[src/rtl/brtu_pkg.sv]
package brtu_pkg;

    localparam int WORD_W = 16;
    localparam int HI_W   = 5;
    localparam int LO_W   = 3;
    localparam int OPC_W  = 4;
    localparam int CC_W   = 4;
    localparam int DISP_W = HI_W + LO_W + 1;

    // Condition codes; bit 3 selects the inverted sense (except 5 and 13)
    typedef enum logic [CC_W-1:0] {
        CC_OVF  = 4'h0,
        CC_LOW  = 4'h1,
        CC_EQ   = 4'h2,
        CC_NHI  = 4'h3,
        CC_NEG  = 4'h4,
        CC_ALW  = 4'h5,
        CC_LT   = 4'h6,
        CC_LE   = 4'h7,
        CC_NOVF = 4'h8,
        CC_NLOW = 4'h9,
        CC_NE   = 4'hA,
        CC_HI   = 4'hB,
        CC_POS  = 4'hC,
        CC_SATF = 4'hD,
        CC_GE   = 4'hE,
        CC_GT   = 4'hF
    } cc_e;

    // Branch word, MSB first
    typedef struct packed {
        logic [HI_W-1:0]  off_hi;
        logic [OPC_W-1:0] opc;
        logic [LO_W-1:0]  off_lo;
        cc_e              cc;
    } bword_t;

    typedef struct packed {
        logic z;
        logic s;
        logic ov;
        logic cy;
        logic sat;
    } flags_t;

    typedef struct packed {
        logic [31:0] nxt;
        logic        taken;
        logic        trap;
    } result_t;

    // Positive-sense test selected by the low three code bits
    function automatic logic base_test(input logic [2:0] sel, input flags_t f);
        logic lt;
        lt = f.s ^ f.ov;
        case (sel)
            3'd0:    base_test = f.ov;
            3'd1:    base_test = f.cy;
            3'd2:    base_test = f.z;
            3'd3:    base_test = f.cy | f.z;
            3'd4:    base_test = f.s;
            3'd5:    base_test = 1'b1;
            3'd6:    base_test = lt;
            default: base_test = lt | f.z;
        endcase
    endfunction

endpackage

[src/rtl/brtu_disp_asm.sv]
module brtu_disp_asm
    import brtu_pkg::*;
#(
    parameter int ADDR_W = 32
) (
    input  logic [HI_W-1:0]   off_hi,
    input  logic [LO_W-1:0]   off_lo,
    output logic [ADDR_W-1:0] disp,
    output logic              zero_off
);
    localparam int EXT_W = ADDR_W - DISP_W;

    logic [DISP_W-1:0] short_disp;

    always_comb begin
        short_disp = {off_hi, off_lo, 1'b0};
        disp       = {{EXT_W{short_disp[DISP_W-1]}}, short_disp};
        zero_off   = (off_hi == '0) && (off_lo == '0);
    end
endmodule

[src/rtl/brtu_cond_eval.sv]
module brtu_cond_eval
    import brtu_pkg::*;
(
    input  cc_e    cc,
    input  flags_t flags,
    output logic   met,
    output logic   is_always
);
    logic base;

    always_comb begin
        base      = base_test(cc[2:0], flags);
        is_always = (cc == CC_ALW);
        if (cc == CC_SATF)
            met = flags.sat;
        else if (is_always)
            met = 1'b1;
        else
            met = base ^ cc[3];
    end
endmodule

[src/rtl/brtu_next_sel.sv]
module brtu_next_sel
    import brtu_pkg::*;
#(
    parameter int ADDR_W  = 32,
    parameter int SEQ_INC = 2
) (
    input  logic [ADDR_W-1:0] pc,
    input  logic [ADDR_W-1:0] disp,
    input  logic              met,
    input  logic              is_always,
    input  logic              zero_off,
    output logic [ADDR_W-1:0] nxt,
    output logic              taken,
    output logic              trap
);
    localparam logic [ADDR_W-1:0] INC = ADDR_W'(SEQ_INC);

    logic [ADDR_W-1:0] seq_addr;
    logic [ADDR_W-1:0] tgt_addr;

    always_comb begin
        seq_addr = pc + INC;
        tgt_addr = pc + disp;
        trap     = is_always && zero_off;
        taken    = met && !trap;
        nxt      = taken ? tgt_addr : seq_addr;
    end
endmodule

[src/rtl/brtu_top.sv]
module brtu_top
    import brtu_pkg::*;
#(
    parameter int ADDR_W  = 32,
    parameter bit REG_OUT = 1'b1
) (
    input  logic              clk,
    input  logic              rst,
    input  logic [ADDR_W-1:0] cur_addr,
    input  logic [15:0]       insn_word,
    input  logic              flag_z,
    input  logic              flag_s,
    input  logic              flag_ov,
    input  logic              flag_cy,
    input  logic              flag_sat,
    output logic [ADDR_W-1:0] next_addr,
    output logic              br_taken,
    output logic              trap_req
);
    bword_t            bw;
    flags_t            fl;
    logic [ADDR_W-1:0] disp_c;
    logic              zero_off_c;
    logic              met_c;
    logic              always_c;
    logic [ADDR_W-1:0] next_c;
    logic              taken_c;
    logic              trap_c;
    logic              opc_unused;

    assign bw         = bword_t'(insn_word);
    assign fl         = '{z: flag_z, s: flag_s, ov: flag_ov, cy: flag_cy, sat: flag_sat};
    assign opc_unused = ^bw.opc;

    brtu_disp_asm #(.ADDR_W(ADDR_W)) disp_i (
        .off_hi   (bw.off_hi),
        .off_lo   (bw.off_lo),
        .disp     (disp_c),
        .zero_off (zero_off_c)
    );

    brtu_cond_eval cond_i (
        .cc        (bw.cc),
        .flags     (fl),
        .met       (met_c),
        .is_always (always_c)
    );

    brtu_next_sel #(.ADDR_W(ADDR_W), .SEQ_INC(2)) sel_i (
        .pc        (cur_addr),
        .disp      (disp_c),
        .met       (met_c),
        .is_always (always_c),
        .zero_off  (zero_off_c),
        .nxt       (next_c),
        .taken     (taken_c),
        .trap      (trap_c)
    );

    generate
        if (REG_OUT) begin : g_reg
            logic [ADDR_W-1:0] next_q;
            logic              taken_q;
            logic              trap_q;

            always_ff @(posedge clk) begin
                if (rst) begin
                    next_q  <= '0;
                    taken_q <= 1'b0;
                    trap_q  <= 1'b0;
                end else begin
                    next_q  <= next_c;
                    taken_q <= taken_c;
                    trap_q  <= trap_c;
                end
            end

            assign next_addr = next_q;
            assign br_taken  = taken_q;
            assign trap_req  = trap_q;

            // outputs follow the previous edge's inputs
            p_reg_follow_r9: assert property (@(posedge clk) disable iff (rst)
                1'b1 |=> (next_addr == $past(next_c)) && (br_taken == $past(taken_c))
                         && (trap_req == $past(trap_c)));
            // reset clears the outputs
            p_reset_clear_r9: assert property (@(posedge clk)
                rst |=> (next_addr == '0) && !br_taken && !trap_req);
        end else begin : g_comb
            assign next_addr = next_c;
            assign br_taken  = taken_c;
            assign trap_req  = trap_c;
        end
    endgenerate

    // a trap never coexists with a taken branch
    p_trap_blocks_taken_r5: assert property (@(posedge clk) disable iff (rst)
        trap_c |-> !taken_c && (next_c == cur_addr + ADDR_W'(2)));
    // not taken selects the sequential address
    p_seq_addr_r4: assert property (@(posedge clk) disable iff (rst)
        !taken_c |-> (next_c == cur_addr + ADDR_W'(2)));
    // taken selects current address plus displacement
    p_taken_addr_r3: assert property (@(posedge clk) disable iff (rst)
        taken_c |-> (next_c == cur_addr + disp_c));
    // displacement is even
    p_disp_even_r2: assert property (@(posedge clk) disable iff (rst)
        disp_c[0] == 1'b0);
    // always code branches unless trapping
    p_always_taken_r6: assert property (@(posedge clk) disable iff (rst)
        (bw.cc == CC_ALW) && !zero_off_c |-> taken_c);
    // code 13 follows the saturation flag
    p_sat_code_r7: assert property (@(posedge clk) disable iff (rst)
        (bw.cc == CC_SATF) |-> (taken_c == flag_sat));
endmodule

[config.mk]
export PLATFORM = sky130hd
export DESIGN_NAME = brtu_top
export DESIGN_NICKNAME = d
export VERILOG_FILES = /design/src/rtl/brtu_pkg.sv /design/src/rtl/brtu_disp_asm.sv /design/src/rtl/brtu_cond_eval.sv /design/src/rtl/brtu_next_sel.sv /design/src/rtl/brtu_top.sv
export SDC_FILE = /design/constraint.sdc
export NUM_CORES = 1
export LEC_CHECK = 0
export BUFFER_PORTS_ARGS = -buffer_cell sky130_fd_sc_hd__clkbuf_2
export CORE_UTILIZATION = 30
export CTS_CLUSTER_SIZE = 16
export DETAILED_ROUTE_END_ITERATION = 10
export PLACE_DENSITY = 0.56
export SLEW_MARGIN = 40
export SYNTH_ARGS = -nofsm -noshare
export SYNTH_HDL_FRONTEND = slang
export SYNTH_SLANG_ARGS = --single-unit
[constraint.sdc]
create_clock -name clk -period 5.5 [get_ports clk]
set_input_delay 0.825 -clock clk [delete_from_list [all_inputs] [get_ports clk]]
set_output_delay 0.825 -clock clk [all_outputs]
set_load 0.02 [all_outputs]
# Word-level counts from Yosys, hierarchy flattened
# Cells that the tools add are included.
[classes]
n_reduce_logical = 7
muxes = 4
n_bitwise = 4
addsub = 2
eq_ne = 8
[ops]
columns = ["op", "count"]
rows = [
  ["32-bit by 2-bit adder with 32-bit output, second input constant", 1],
  ["32-bit adder", 1],
  ["32-bit 2-to-1 mux", 1],
  ["3-bit equality test, second input constant", 3],
  ["1-bit one-hot mux with 7 select lines", 1],
  ["3-bit by 2-bit equality test with 1-bit output, second input constant", 2],
  ["3-bit logical NOT", 2],
  ["5-bit logical NOT", 1],
  ["4-bit by 3-bit equality test with 1-bit output, second input constant", 1],
  ["4-bit equality test, second input constant", 1],
  ["3-bit by 1-bit equality test with 1-bit output, second input constant", 1],
  ["1-bit logical AND", 3],
  ["1-bit 2-to-1 mux", 2],
  ["1-bit bitwise OR", 2],
  ["1-bit bitwise XOR", 2],
  ["1-bit logical NOT", 1],
]
[word_totals]
out_inout_bits = 34
regBits = 34
input_bits = 55

# Logic depth before layout (Yosys ltp)
[depth]
ltp_word = 8
ltp_mapped = 14
mapped_depth_nobuf = 14

# Cells and area by module
# From an unflattened synthesis, not the netlist that was laid out.
[unflattened]
cells_unflattened = 512
area_unflattened_um2 = 3940.0
[modules_own_cells]
columns = ["mod", "seq_area_each_um2", "cells_each", "area_per_inst_um2", "instances"]
rows = [
  ["brtu_next_sel", 0.0, 390, 2642.5, 1],
  ["brtu_top", 680.7, 71, 937.1, 1],
  ["brtu_disp_asm", 0.0, 36, 262.8, 1],
  ["brtu_cond_eval", 0.0, 15, 97.6, 1],
]

# Worst setup path before layout
# Ideal clock, no wire load.
[synth_timing]
path_type = "input-to-reg"
startpoint = "in insn_word[1]"
endpoint = "reg g_reg.next_q[28], in the netlist next_addr[28]"
arrival_time_ns = 4.184
setup_slack_ns = 1.196
setup_time_ns = 0.121
t_required_ns = 5.379
n_path_buf = 1
cell_stages = 13
path_cell_list = "mux2_2 o211ai_1 a31oi_1 nor4b_4 ha_1 clkbuf_1 a21o_1 a21o_1 a21oi_1 o21ai_0 a31o_2 a31oi_1 mux2_2"
[synth_between]
elab_chain_cells = 7
[synth_rtl]
columns = ["item", "line", "source"]
rows = [
  ["start: declaration", "brtu_top.sv:10", "input logic [15:0] insn_word,"],
  ["3-bit equality test (tied with other cells)", "brtu_pkg.sv:56", "case (sel)"],
  ["1-bit one-hot mux with 7 select lines", "brtu_pkg.sv:56", ""],
  ["1-bit bitwise XOR", "brtu_cond_eval.sv:19", "met = base ^ cc[3];"],
  ["1-bit 2-to-1 mux", "brtu_cond_eval.sv:16", "else if (is_always)"],
  ["1-bit 2-to-1 mux", "brtu_cond_eval.sv:14", "if (cc == CC_SATF)"],
  ["1-bit logical AND *", "brtu_next_sel.sv:25", "taken = met && !trap;"],
  ["32-bit 2-to-1 mux *", "brtu_next_sel.sv:26", "nxt = taken ? tgt_addr : seq_addr;"],
  ["end signal: assignment", "brtu_top.sv:72", "next_q <= next_c;"],
  ["end: declaration", "brtu_top.sv:62", "logic [ADDR_W-1:0] next_q;"],
]
# Mark *: on every way between the ends. The rest lies on a longest branch, timed or not.
# A chain may end at the register's enable or synchronous reset.

# Worst setup path in the final report
[layout_timing]
startpoint = "in insn_word[1]"
endpoint = "reg g_reg.next_q[29], in the netlist next_addr[29]"
# Same word-level chain as after synthesis.

==> flow_metrics.env <==
export IMPL_hold_end="next_addr[0]"
export IMPL_power_density_mw_per_mm2=270
export IMPL_synthCells=323
export IMPL_hp_class="in -> reg"
export IMPL_grt_usage_pct=14.7
export IMPL_tritoncts="yes"
export IMPL_die_h_um=97.4
export IMPL_ir_drop_mv=0.0798
export IMPL_place_gp_congestion=0.822
export IMPL_first_pass_iters=4
export IMPL_antenna_cells=0
export IMPL_clk_pin_slew_worst_paths_ns=0.08
export IMPL_critPathKind="in -> reg"
export IMPL_synth_area_leaders="dfxtp_1, ha_1, nor2_1"
export IMPL_setup_viol=0
export IMPL_ios=89
export IMPL_final_hold_violation_count=0
export IMPL_whs_path_depth=2
export IMPL_synth_async_reset_ratio_pct=0
export IMPL_cts_setup_buffers=0
export IMPL_report_final_slew_viol_count=0
export IMPL_drt_iter0_markers=72
export IMPL_finalHoldWorstSlack_ns=0.752
export IMPL_top_layer_used="met4"
export IMPL_drive_gt1_share_pct=29.1
export IMPL_slew_headroom_pct=68.7
export IMPL_vias=2593
export IMPL_fillers=936
export IMPL_route_met3_wl_um=335
export IMPL_grt_max_degree=26
export IMPL_core_area_sq_mm=0.00876
export IMPL_grt_pass1_vias=2521
export IMPL_wl_met2_um=3180
export IMPL_finalCritPeriodShare_pct=76.7
export IMPL_viasPerCell=5.04
export IMPL_ant_nets=0
export IMPL_cts_sinks=34
export IMPL_synth_cell_type_count=58
export IMPL_hpwl_um=5410
export IMPL_hp_start="cur_addr[0]"
export IMPL_critPathMaxFanout=6
export IMPL_portBuffers=84
export IMPL_htreeDepth=2
export IMPL_end_kind="flip-flop"
export IMPL_cts_root_buf="clkbuf_8"
export IMPL_synthFlopType="dfxtp_1"
export IMPL_dieArea_sq_mm=0.00948
export IMPL_wire_per_inst_um=13.3
export IMPL_finalSetupTns_ns=0
export IMPL_worstSetupStartpointType="primary input"
export IMPL_synth_top_cell_by_area="dfxtp_1"
export IMPL_die_w_um=97.4
export IMPL_gr_total_overflow=0
export IMPL_max_cap_viol_count=0
export IMPL_start_util_pct=31.1
export IMPL_leakage_nw=1.59
export IMPL_period_needed_ns=4.22
export IMPL_yosysSeqAreaShare_pct=24.9
export IMPL_numCtsBuffers=5
export IMPL_fmax_mhz=237
export IMPL_rsz0062_at_grt="false"
export IMPL_synth_fp_nets=409
export IMPL_area_growth_pct=23.1
export IMPL_antenna_found_initial=0
export IMPL_drc=0
export IMPL_required_ns=5.68
export IMPL_rows=34
export IMPL_ctsHoldBuffers=0
export IMPL_worstMarginPinSlew_ns=0.469
export IMPL_cts_resized=0
export IMPL_cts_buffer_depth=2
export IMPL_status="complete, no violations"
export IMPL_met1_length_um=3250
export IMPL_ys_seq_elements=34
export IMPL_yosysTopAreaCellShare_pct=24.9
export IMPL_routed_wl_um=6820
export IMPL_syn_area_per_cell_sq_um=8.45
export IMPL_finalNetCount=491
export IMPL_grt_pass1_wl_um=11600
export IMPL_synth_edf_count=0
export IMPL_arrival_ns=4.40
export IMPL_ys_warn_count=0
export IMPL_syn_area_sq_mm=0.00273
per-stage QoR:
stage / setup slack (ns) / utilization (%) / instances / total power [W] / cell area [sq um]
finish: 1.28 / 38.3 / 514 / 0.000907 / 3360
global route: 1.04 / 38.3 / 514 / 0.000976 / 3360
CTS: 1.30 / 38.3 / 514 / 0.000918 / 3360
detailed placement: 0.987 / 37.3 / 506 / 0.000713 / 3270
global placement: 1.03 / 37.0 / 505 / 0.000708 / 3240
floorplan: 1.20 / - / 323 / 0.000601 / 2730
power by group:
group          total, W  internal [W]  switching (W)
registers      0.000295      0.000285     0.00000967
clock network  0.000200      0.000101      0.0000990
logic          0.000412      0.000169       0.000242
total          0.000907      0.000556       0.000351
kinds of logic after synthesis:
group,share of synthesized area [%]
simple gates,24.1
compound gates,23.7
flops,24.9
fa+ha+maj,14.5
xor+xnor,6.10
buf+inv,2.48
mux,4.26
cell usage in the layout (no fill, tap or decap), types with 5 or more instances in the layout:
master,count
xnor2_1,9
nor3_1,5
clkbuf_8,6
o21ai_0,19
nor2b_1,16
a21oi_1,20
mux2_2,9
xor2_1,10
and2_1,11
a31oi_1,7
nor2_1,40
clkbuf_2,84
a21o_1,16
dfxtp_1,34
ha_1,30
nand3_1,8
nand2_1,17
how the worst max path moves through the flow:
stage | to | start | slack, ns | depth (start not counted)
2_1_floorplan | next_addr[28] | insn_word[1] | 1.20 | 13
3_3_place_gp | next_addr[29] | insn_word[1] | 1.03 | 15
3_5_place_dp | next_addr[29] | insn_word[1] | 0.99 | 15
4_1_cts | next_addr[29] | insn_word[1] | 1.30 | 15
5_1_grt | next_addr[26] | insn_word[1] | 1.04 | 15
6_report | next_addr[29] | insn_word[1] | 1.28 | 15
state kept, by name, summed over array words and instances (netlist names):
register,flops
br_taken,1
trap_req,1
next_addr,32
critical path: stages:
cell and delay, ns:
clkbuf_2 0.12, mux2_2 0.33, o211ai_1 0.21, a31oi_1 0.18, or2_2 0.35, or3_1 0.32
ha_1 0.23, fa_1 0.41, a21oi_1 0.19, nand4b_1 0.17, a21o_1 0.21, a31oi_4 0.16
a41oi_2 0.29, o21ai_2 0.09, mux2_4 0.31
per-layer routing:
metal  vias up  track usage, %
met1      1174            19.0
met4         0            3.51
met2        69            24.9
met5         -               0
met3         6            3.17
li1       1344               -
cell type report:
class / instances / area, sq um / share of cell area [%]
Clock inverter: 1 / 5.00 / 0.149
Clock buffer: 7 / 86.3 / 2.57
Timing Repair Buffer: 86 / 455 / 13.6
Multi-Input combinational cell: 274 / 1980 / 59.0
Sequential cell: 34 / 681 / 20.3
Inverter: 4 / 15.0 / 0.447
Tap cell: 108 / 135 / 4.02
cells in the mapped netlist (2+ instances only):
| library cell | number |
|---|---|
| nor2_1 | 40 |
| mux2_2 | 9 |
| nor2b_1 | 16 |
| a31oi_1 | 7 |
| o21bai_1 | 2 |
| xnor2_1 | 9 |
| nand4_1 | 3 |
| and3_1 | 2 |
| a211oi_1 | 4 |
| nand4b_1 | 3 |
| buf_2 | 2 |
| nor3_1 | 5 |
| nor4_1 | 2 |
| nand2_1 | 17 |
| nand3_1 | 8 |
| xor2_1 | 10 |
| dfxtp_1 | 34 |
| o21ai_0 | 19 |
| a21oi_1 | 20 |
| ha_1 | 30 |
| o21a_1 | 2 |
| inv_1 | 4 |
| a31o_2 | 2 |
| and2_1 | 11 |
| a21o_1 | 16 |
| a221oi_1 | 4 |
| nand2b_1 | 4 |
| o211ai_1 | 3 |
| clkbuf_1 | 6 |
Power figures use the tool's default switching activity.
